## config.mk

```make
export PLATFORM = sky130hd
export DESIGN_NAME = cdt_top
export DESIGN_NICKNAME = d
export VERILOG_FILES = /design/src/rtl/cdt_pkg.sv /design/src/rtl/cdt_regs.sv /design/src/rtl/cdt_channel.sv /design/src/rtl/cdt_top.sv
export SDC_FILE = /design/constraint.sdc
export NUM_CORES = 1
export LEC_CHECK = 0
export ABC_CLOCK_PERIOD_IN_PS = 2850
export BUFFER_PORTS_ARGS = -buffer_cell sky130_fd_sc_hd__buf_4
export CORE_MARGIN = 10
export CORE_UTILIZATION = 25
export DETAILED_ROUTE_END_ITERATION = 10
export GPL_ROUTABILITY_DRIVEN = 0
export PLACE_DENSITY = 0.46
export SETUP_SLACK_MARGIN = 0.3
export SLEW_MARGIN = 20
export SYNTH_ARGS = -nofsm -noshare
export SYNTH_HDL_FRONTEND = slang
export SYNTH_SLANG_ARGS = --single-unit
```

## constraint.sdc

```tcl
create_clock -name clk -period 2.85 [get_ports clk]
set_clock_uncertainty 0.15 [all_clocks]
set_input_delay 0.285 -clock clk [delete_from_list [all_inputs] [get_ports clk]]
set_output_delay 0.285 -clock clk [all_outputs]
set_load 0.05 [all_outputs]
```

## src/rtl/cdt_pkg.sv

```systemverilog
// Shared constants of the countdown timer: the register word addresses.
// Assumes a bus address of at least four bits and at most four channels.
package cdt_pkg;
    localparam int A_CTRL      = 0;
    localparam int A_CHEN      = 1;
    localparam int A_FORCE     = 2;
    localparam int A_FLAG      = 3;
    localparam int A_IEN       = 4;
    localparam int A_LOAD_BASE = 8;
    localparam int A_CNT_BASE  = 12;
endpackage

```

## src/rtl/cdt_regs.sv

```systemverilog
// Register file and bus decode of the countdown timer.
// Holds the global enable, channel enables, interrupt enables and load
// registers, and turns bus writes into per-channel start, force-reload
// and flag-clear strobes. Assumes CW <= DW and NCH <= 4.
module cdt_regs
    import cdt_pkg::*;
#(
    parameter int NCH = 4,
    parameter int CW  = 16,
    parameter int AW  = 4,
    parameter int DW  = 16
) (
    input  logic                    clk,
    input  logic                    rst_n,
    input  logic                    bus_wr,
    input  logic [AW-1:0]           bus_addr,
    input  logic [DW-1:0]           bus_wdata,
    output logic [DW-1:0]           bus_rdata,
    input  logic [NCH-1:0]          flags,
    input  logic [NCH-1:0][CW-1:0]  cnt,
    output logic [NCH-1:0]          ch_en,
    output logic [NCH-1:0]          ch_en_nxt,
    output logic [NCH-1:0]          run,
    output logic [NCH-1:0]          ie,
    output logic [NCH-1:0][CW-1:0]  load,
    output logic [NCH-1:0]          start,
    output logic [NCH-1:0]          force_ld,
    output logic [NCH-1:0]          flag_clr
);
    logic glb_en;
    logic glb_en_nxt;

    // Next values of the enables, to see a channel starting on this edge
    always_comb begin
        glb_en_nxt = glb_en;
        ch_en_nxt  = ch_en;
        if (bus_wr && bus_addr == AW'(A_CTRL)) glb_en_nxt = bus_wdata[0];
        if (bus_wr && bus_addr == AW'(A_CHEN)) ch_en_nxt  = bus_wdata[NCH-1:0];
    end

    // Run state now, and strobes derived from the current write
    always_comb begin
        run      = {NCH{glb_en}} & ch_en;
        start    = {NCH{glb_en_nxt}} & ch_en_nxt & ~run;
        force_ld = (bus_wr && bus_addr == AW'(A_FORCE)) ? (bus_wdata[NCH-1:0] & run) : '0;
        flag_clr = (bus_wr && bus_addr == AW'(A_FLAG))  ? bus_wdata[NCH-1:0] : '0;
    end

    // Register writes
    always_ff @(posedge clk) begin
        if (!rst_n) begin
            glb_en <= 1'b0;
            ch_en  <= '0;
            ie     <= '0;
            load   <= '0;
        end else begin
            glb_en <= glb_en_nxt;
            ch_en  <= ch_en_nxt;
            if (bus_wr && bus_addr == AW'(A_IEN)) ie <= bus_wdata[NCH-1:0];
            for (int i = 0; i < NCH; i++) begin
                if (bus_wr && bus_addr == AW'(A_LOAD_BASE + i))
                    load[i] <= bus_wdata[CW-1:0];
            end
        end
    end

    // Read multiplexer; the force-reload address falls to the zero default
    always_comb begin
        bus_rdata = '0;
        if (bus_addr == AW'(A_CTRL)) bus_rdata[0]       = glb_en;
        if (bus_addr == AW'(A_CHEN)) bus_rdata[NCH-1:0] = ch_en;
        if (bus_addr == AW'(A_FLAG)) bus_rdata[NCH-1:0] = flags;
        if (bus_addr == AW'(A_IEN))  bus_rdata[NCH-1:0] = ie;
        for (int i = 0; i < NCH; i++) begin
            if (bus_addr == AW'(A_LOAD_BASE + i)) bus_rdata[CW-1:0] = load[i];
            if (bus_addr == AW'(A_CNT_BASE + i))  bus_rdata[CW-1:0] = cnt[i];
        end
    end
endmodule

```

## src/rtl/cdt_channel.sv

```systemverilog
// One countdown channel: a down-counter with reload and a time-out flag.
// A load request (start or force) wins over counting on the same edge.
// The flag is held clear while the channel's next enable is clear, and a
// time-out wins over a flag clear on the same edge.
module cdt_channel #(
    parameter int CW = 16
) (
    input  logic          clk,
    input  logic          rst_n,
    input  logic          run,
    input  logic          en_nxt,
    input  logic          tick,
    input  logic          load_now,
    input  logic [CW-1:0] load_val,
    input  logic          flag_clr,
    output logic [CW-1:0] cnt,
    output logic          flag
);
    logic expire;

    // Time-out condition: running, ticking, at zero, no load pending
    assign expire = run && tick && !load_now && (cnt == '0);

    // Counter: load, reload on time-out, or decrement on tick
    always_ff @(posedge clk) begin
        if (!rst_n)              cnt <= '0;
        else if (load_now)       cnt <= load_val;
        else if (expire)         cnt <= load_val;
        else if (run && tick)    cnt <= cnt - CW'(1);
    end

    // Flag: cleared by disable, set by time-out, cleared by write-one
    always_ff @(posedge clk) begin
        if (!rst_n)         flag <= 1'b0;
        else if (!en_nxt)   flag <= 1'b0;
        else if (expire)    flag <= 1'b1;
        else if (flag_clr)  flag <= 1'b0;
    end
endmodule

```

## src/rtl/cdt_top.sv

```systemverilog
// Countdown timer top: register file plus one channel per generate slot.
// Assumes a single clock domain and a tick input already synchronous.
module cdt_top #(
    parameter int NCH = 4,
    parameter int CW  = 16,
    parameter int AW  = 4,
    parameter int DW  = 16
) (
    input  logic           clk,
    input  logic           rst_n,
    input  logic           tick,
    input  logic           bus_wr,
    input  logic [AW-1:0]  bus_addr,
    input  logic [DW-1:0]  bus_wdata,
    output logic [DW-1:0]  bus_rdata,
    output logic [NCH-1:0] tmo_flag,
    output logic [NCH-1:0] irq
);
    logic [NCH-1:0]         ch_en;
    logic [NCH-1:0]         ch_en_nxt;
    logic [NCH-1:0]         run;
    logic [NCH-1:0]         ie;
    logic [NCH-1:0][CW-1:0] load_vec;
    logic [NCH-1:0][CW-1:0] cnt_vec;
    logic [NCH-1:0]         start;
    logic [NCH-1:0]         force_ld;
    logic [NCH-1:0]         flag_clr;

    cdt_regs #(.NCH(NCH), .CW(CW), .AW(AW), .DW(DW)) u_regs (
        .clk(clk), .rst_n(rst_n),
        .bus_wr(bus_wr), .bus_addr(bus_addr), .bus_wdata(bus_wdata), .bus_rdata(bus_rdata),
        .flags(tmo_flag), .cnt(cnt_vec),
        .ch_en(ch_en), .ch_en_nxt(ch_en_nxt), .run(run), .ie(ie), .load(load_vec),
        .start(start), .force_ld(force_ld), .flag_clr(flag_clr)
    );

    for (genvar g = 0; g < NCH; g++) begin : g_ch
        cdt_channel #(.CW(CW)) u_ch (
            .clk(clk), .rst_n(rst_n),
            .run(run[g]), .en_nxt(ch_en_nxt[g]), .tick(tick),
            .load_now(start[g] | force_ld[g]), .load_val(load_vec[g]),
            .flag_clr(flag_clr[g]),
            .cnt(cnt_vec[g]), .flag(tmo_flag[g])
        );
    end

    // Interrupts: flag gated by its enable
    assign irq = tmo_flag & ie;
endmodule

```

==> flow_summary.ini <==
[logic_synthesis]
synth_top_family_by_area = simple AND/OR/NAND/NOR gates
synthAdderAreaFrac_pct = 0.636
seq_area_frac_synth_pct = 35.8
avgSynthCellArea_sq_um = 7.46
synth-warning-count = 0
yosysTopAreaCell = dfxtp_1
ys.flop_type = dfxtp_1
synth-compound-area-share_pct = 24.6
synth_cell_types = 76
ys_ff_latch = 141
muxShareOfSynthArea_pct = 6.28
synthXorXnorAreaFrac_pct = 0.222
synth_nets = 1084
syn_area_sq_mm = 0.00788
synthSimpleGateAreaFrac_pct = 27.6
syn_inst = 1056
synth_top_area_share_pct = 35.8
synth_area_leaders = dfxtp_1 (36%), nand2_1 (9.6%), a21oi_1 (8.0%)
async_flop_share_pct = 0
synth-edff-count = 0

[finish]
n_antenna_cell = 0
syn2layout_area_growth_pct = 24.8
ff_latch_area_sq_mm = 0.00283
post-route-cell-area_sq_mm = 0.00983
drive_gt1_share_pct = 18.1
n_fill_cell = 3299
layout.nets = 1160
multi_input_area_sq_mm = 0.00484

[clock_tree]
numClockSinks = 141
cts_max_level = 4
numCtsBuffers = 17
root_buffer = clkbuf_16
cts_tree = built
cts.clk_slew.worst_paths_ns = 0.07
clk_latency_ns = 0.43
cts_buffer_depth = 2

[place]
io_buffer_count = 47
place_area_sq_mm = 0.00901
dp_hpwl_um = 24900

[timing]
finalSetupViolations = 0
slew_headroom_pct = 48.0
period_needed_ns = 2.54
fin_hold_ws_ns = 0.0393
clock.fmax_mhz = 393
fin_setup_tns_ns = 0
fin_crit_sh_pct = 89.3
rsz0062_at_grt = true
drv_slew = 0
finalHoldViolations = 0
tightest_slew_ns = 0.775

[worst_hold_path]
worstHoldStart = bus_wdata[2]
hp-class = input pin to flop

[floorplanning]
coreArea_sq_mm = 0.0308
die_h_um = 197
rows = 64
ioPinCount = 48
start_util_pct = 25.5
die_w_um = 197
dieArea_sq_mm = 0.0390

[power_and_ir_drop]
p_leak_nw = 3.79
peakVddDrop_mv = 0.241
finalPower_mw = 4.57
power.density_mw_per_mm2 = 465

[worst_setup_path]
arrival_ns = 2.11
crit_type = input pin to output pin
worstPathRequired_ns = 2.41
cp-end-kind = output pin
crit_fanout = 25
crit_start = bus_addr[0]
r2r_start = g_ch[1].u_ch.cnt[9]
crit_path_start_kind = input pin

[routing]
drt-pass1-iter-count = 5
vias_per_cell = 5.43
num_vias = 8375
wl_per_cell_um = 21.4
drcViolationCount = 0
first_iter_violations = 695
routed_wl_um = 33000
route.antenna.remaining_nets = 0

[status]
status = completed

[global_routing]
grt_antenna_before_repair = 0
overflow = 0
grt_max_degree = 72
grt_pass1_wl_um = 49700
grt_pass1_vias = 7748
track_usage_pct = 16.6

[job]
max_cap_violations = 0
==> metrics by stage <==
step | util [%] | setup slack (ns) | instances
global placement | 29.2 | 0.238 | 1490
detailed placement | 29.2 | 0.198 | 1490
floorplan | - | 0.283 | 1056
finish | 31.9 | 0.306 | 1541
global route | 31.9 | 0.259 | 1541
CTS | 31.6 | 0.313 | 1536
==> metal layers <==
metal,vias to the layer above,routed length [um],GRT usage [%]
li1,4015,-,-
met2,268,15800,27.8
met3,44,1450,1.98
met1,4048,15000,21.7
met5,-,0,0
met4,0,727,5.10
==> sequential cells by signal, indices dropped and copies added, names as in the netlist <==
name            cells
g_ch.u_ch.cnt      64
u_regs.load        64
g_ch.u_ch.flag      4
u_regs.ch_en        4
u_regs.ie           4
u_regs.glb_en       1
==> area by class of cell <==
type	count	area share, %
multi-input combinational	825	49.2
clock inverter	13	1.25
inverter	17	0.662
sequential	141	28.8
clock buffer	19	4.51
timing repair buffer	130	10.5
tap	396	5.04
==> logic make-up after synthesis <==
group           Yosys count
simple gates            458
compound gates          314
flops                   141
buf+inv                  90
mux                      47
fa+ha+maj                 4
xor+xnor                  2
==> report_power, final <==
group	internal, mW	switching [mW]	leakage, nW
registers	1.98	0.0181	1.14
logic	0.125	0.260	2.38
clock network	1.18	1.01	0.277
total	3.29	1.29	3.79
==> cells in the mapped netlist (all sizes together), types with 4 or more instances <==
cell type  number
nor3b           4
buf            19
nand2b          8
a22oi          16
inv            17
o21a            4
a221oi         14
and2           17
mux2i          40
ha              4
nor4           12
o41ai           4
nand4           9
a31oi           5
dfxtp         141
o22ai          29
a21oi         126
a221o           6
a211oi          4
nand3          44
and3           10
mux2            6
or3             6
o31ai           6
nor2b          11
clkbuf         54
nand2         202
o21ai          64
or4             8
nor2           67
nor3           45
==> final timing paths <==
| path | to | slack [ns] | depth (start not counted) |
|---|---|---|---|
| min | u_regs.load[2] | 0.04 | 3 |
| min reg2reg | u_regs.load[17] | 0.31 | 2 |
| max | bus_rdata[4] | 0.31 | 7 |
| max reg2reg | g_ch[1].u_ch.cnt[1] | 0.35 | 7 |
==> layout by cell type (no fill, tap or decap), drive strengths merged, types with 25 or more instances in the layout <==
| master | count |
|---|---|
| nor3 | 45 |
| mux2i | 40 |
| inv | 25 |
| nor2 | 67 |
| o22ai | 29 |
| a21oi | 126 |
| o21ai | 64 |
| nand3 | 44 |
| dfxtp | 141 |
| nand2 | 202 |
| buf | 118 |
==> timing repair <==
action	4_1_cts	5_1_grt
buffers inserted	2	5
pin swaps	2	1
hold buffers	12	0
setup endpoints to repair	24	41
endpoints found under the hold margin	47	0
resized for setup	10	19
gates cloned	0	0
==> worst max-delay path, cell delays in order <==
cell	delay, ns
buf_4	0.23
buf_4	0.27
mux2_2	0.35
a221o_1	0.34
o21ai_0	0.24
a21oi_2	0.15
buf_4	0.23
(Power assumes the default switching activity.)
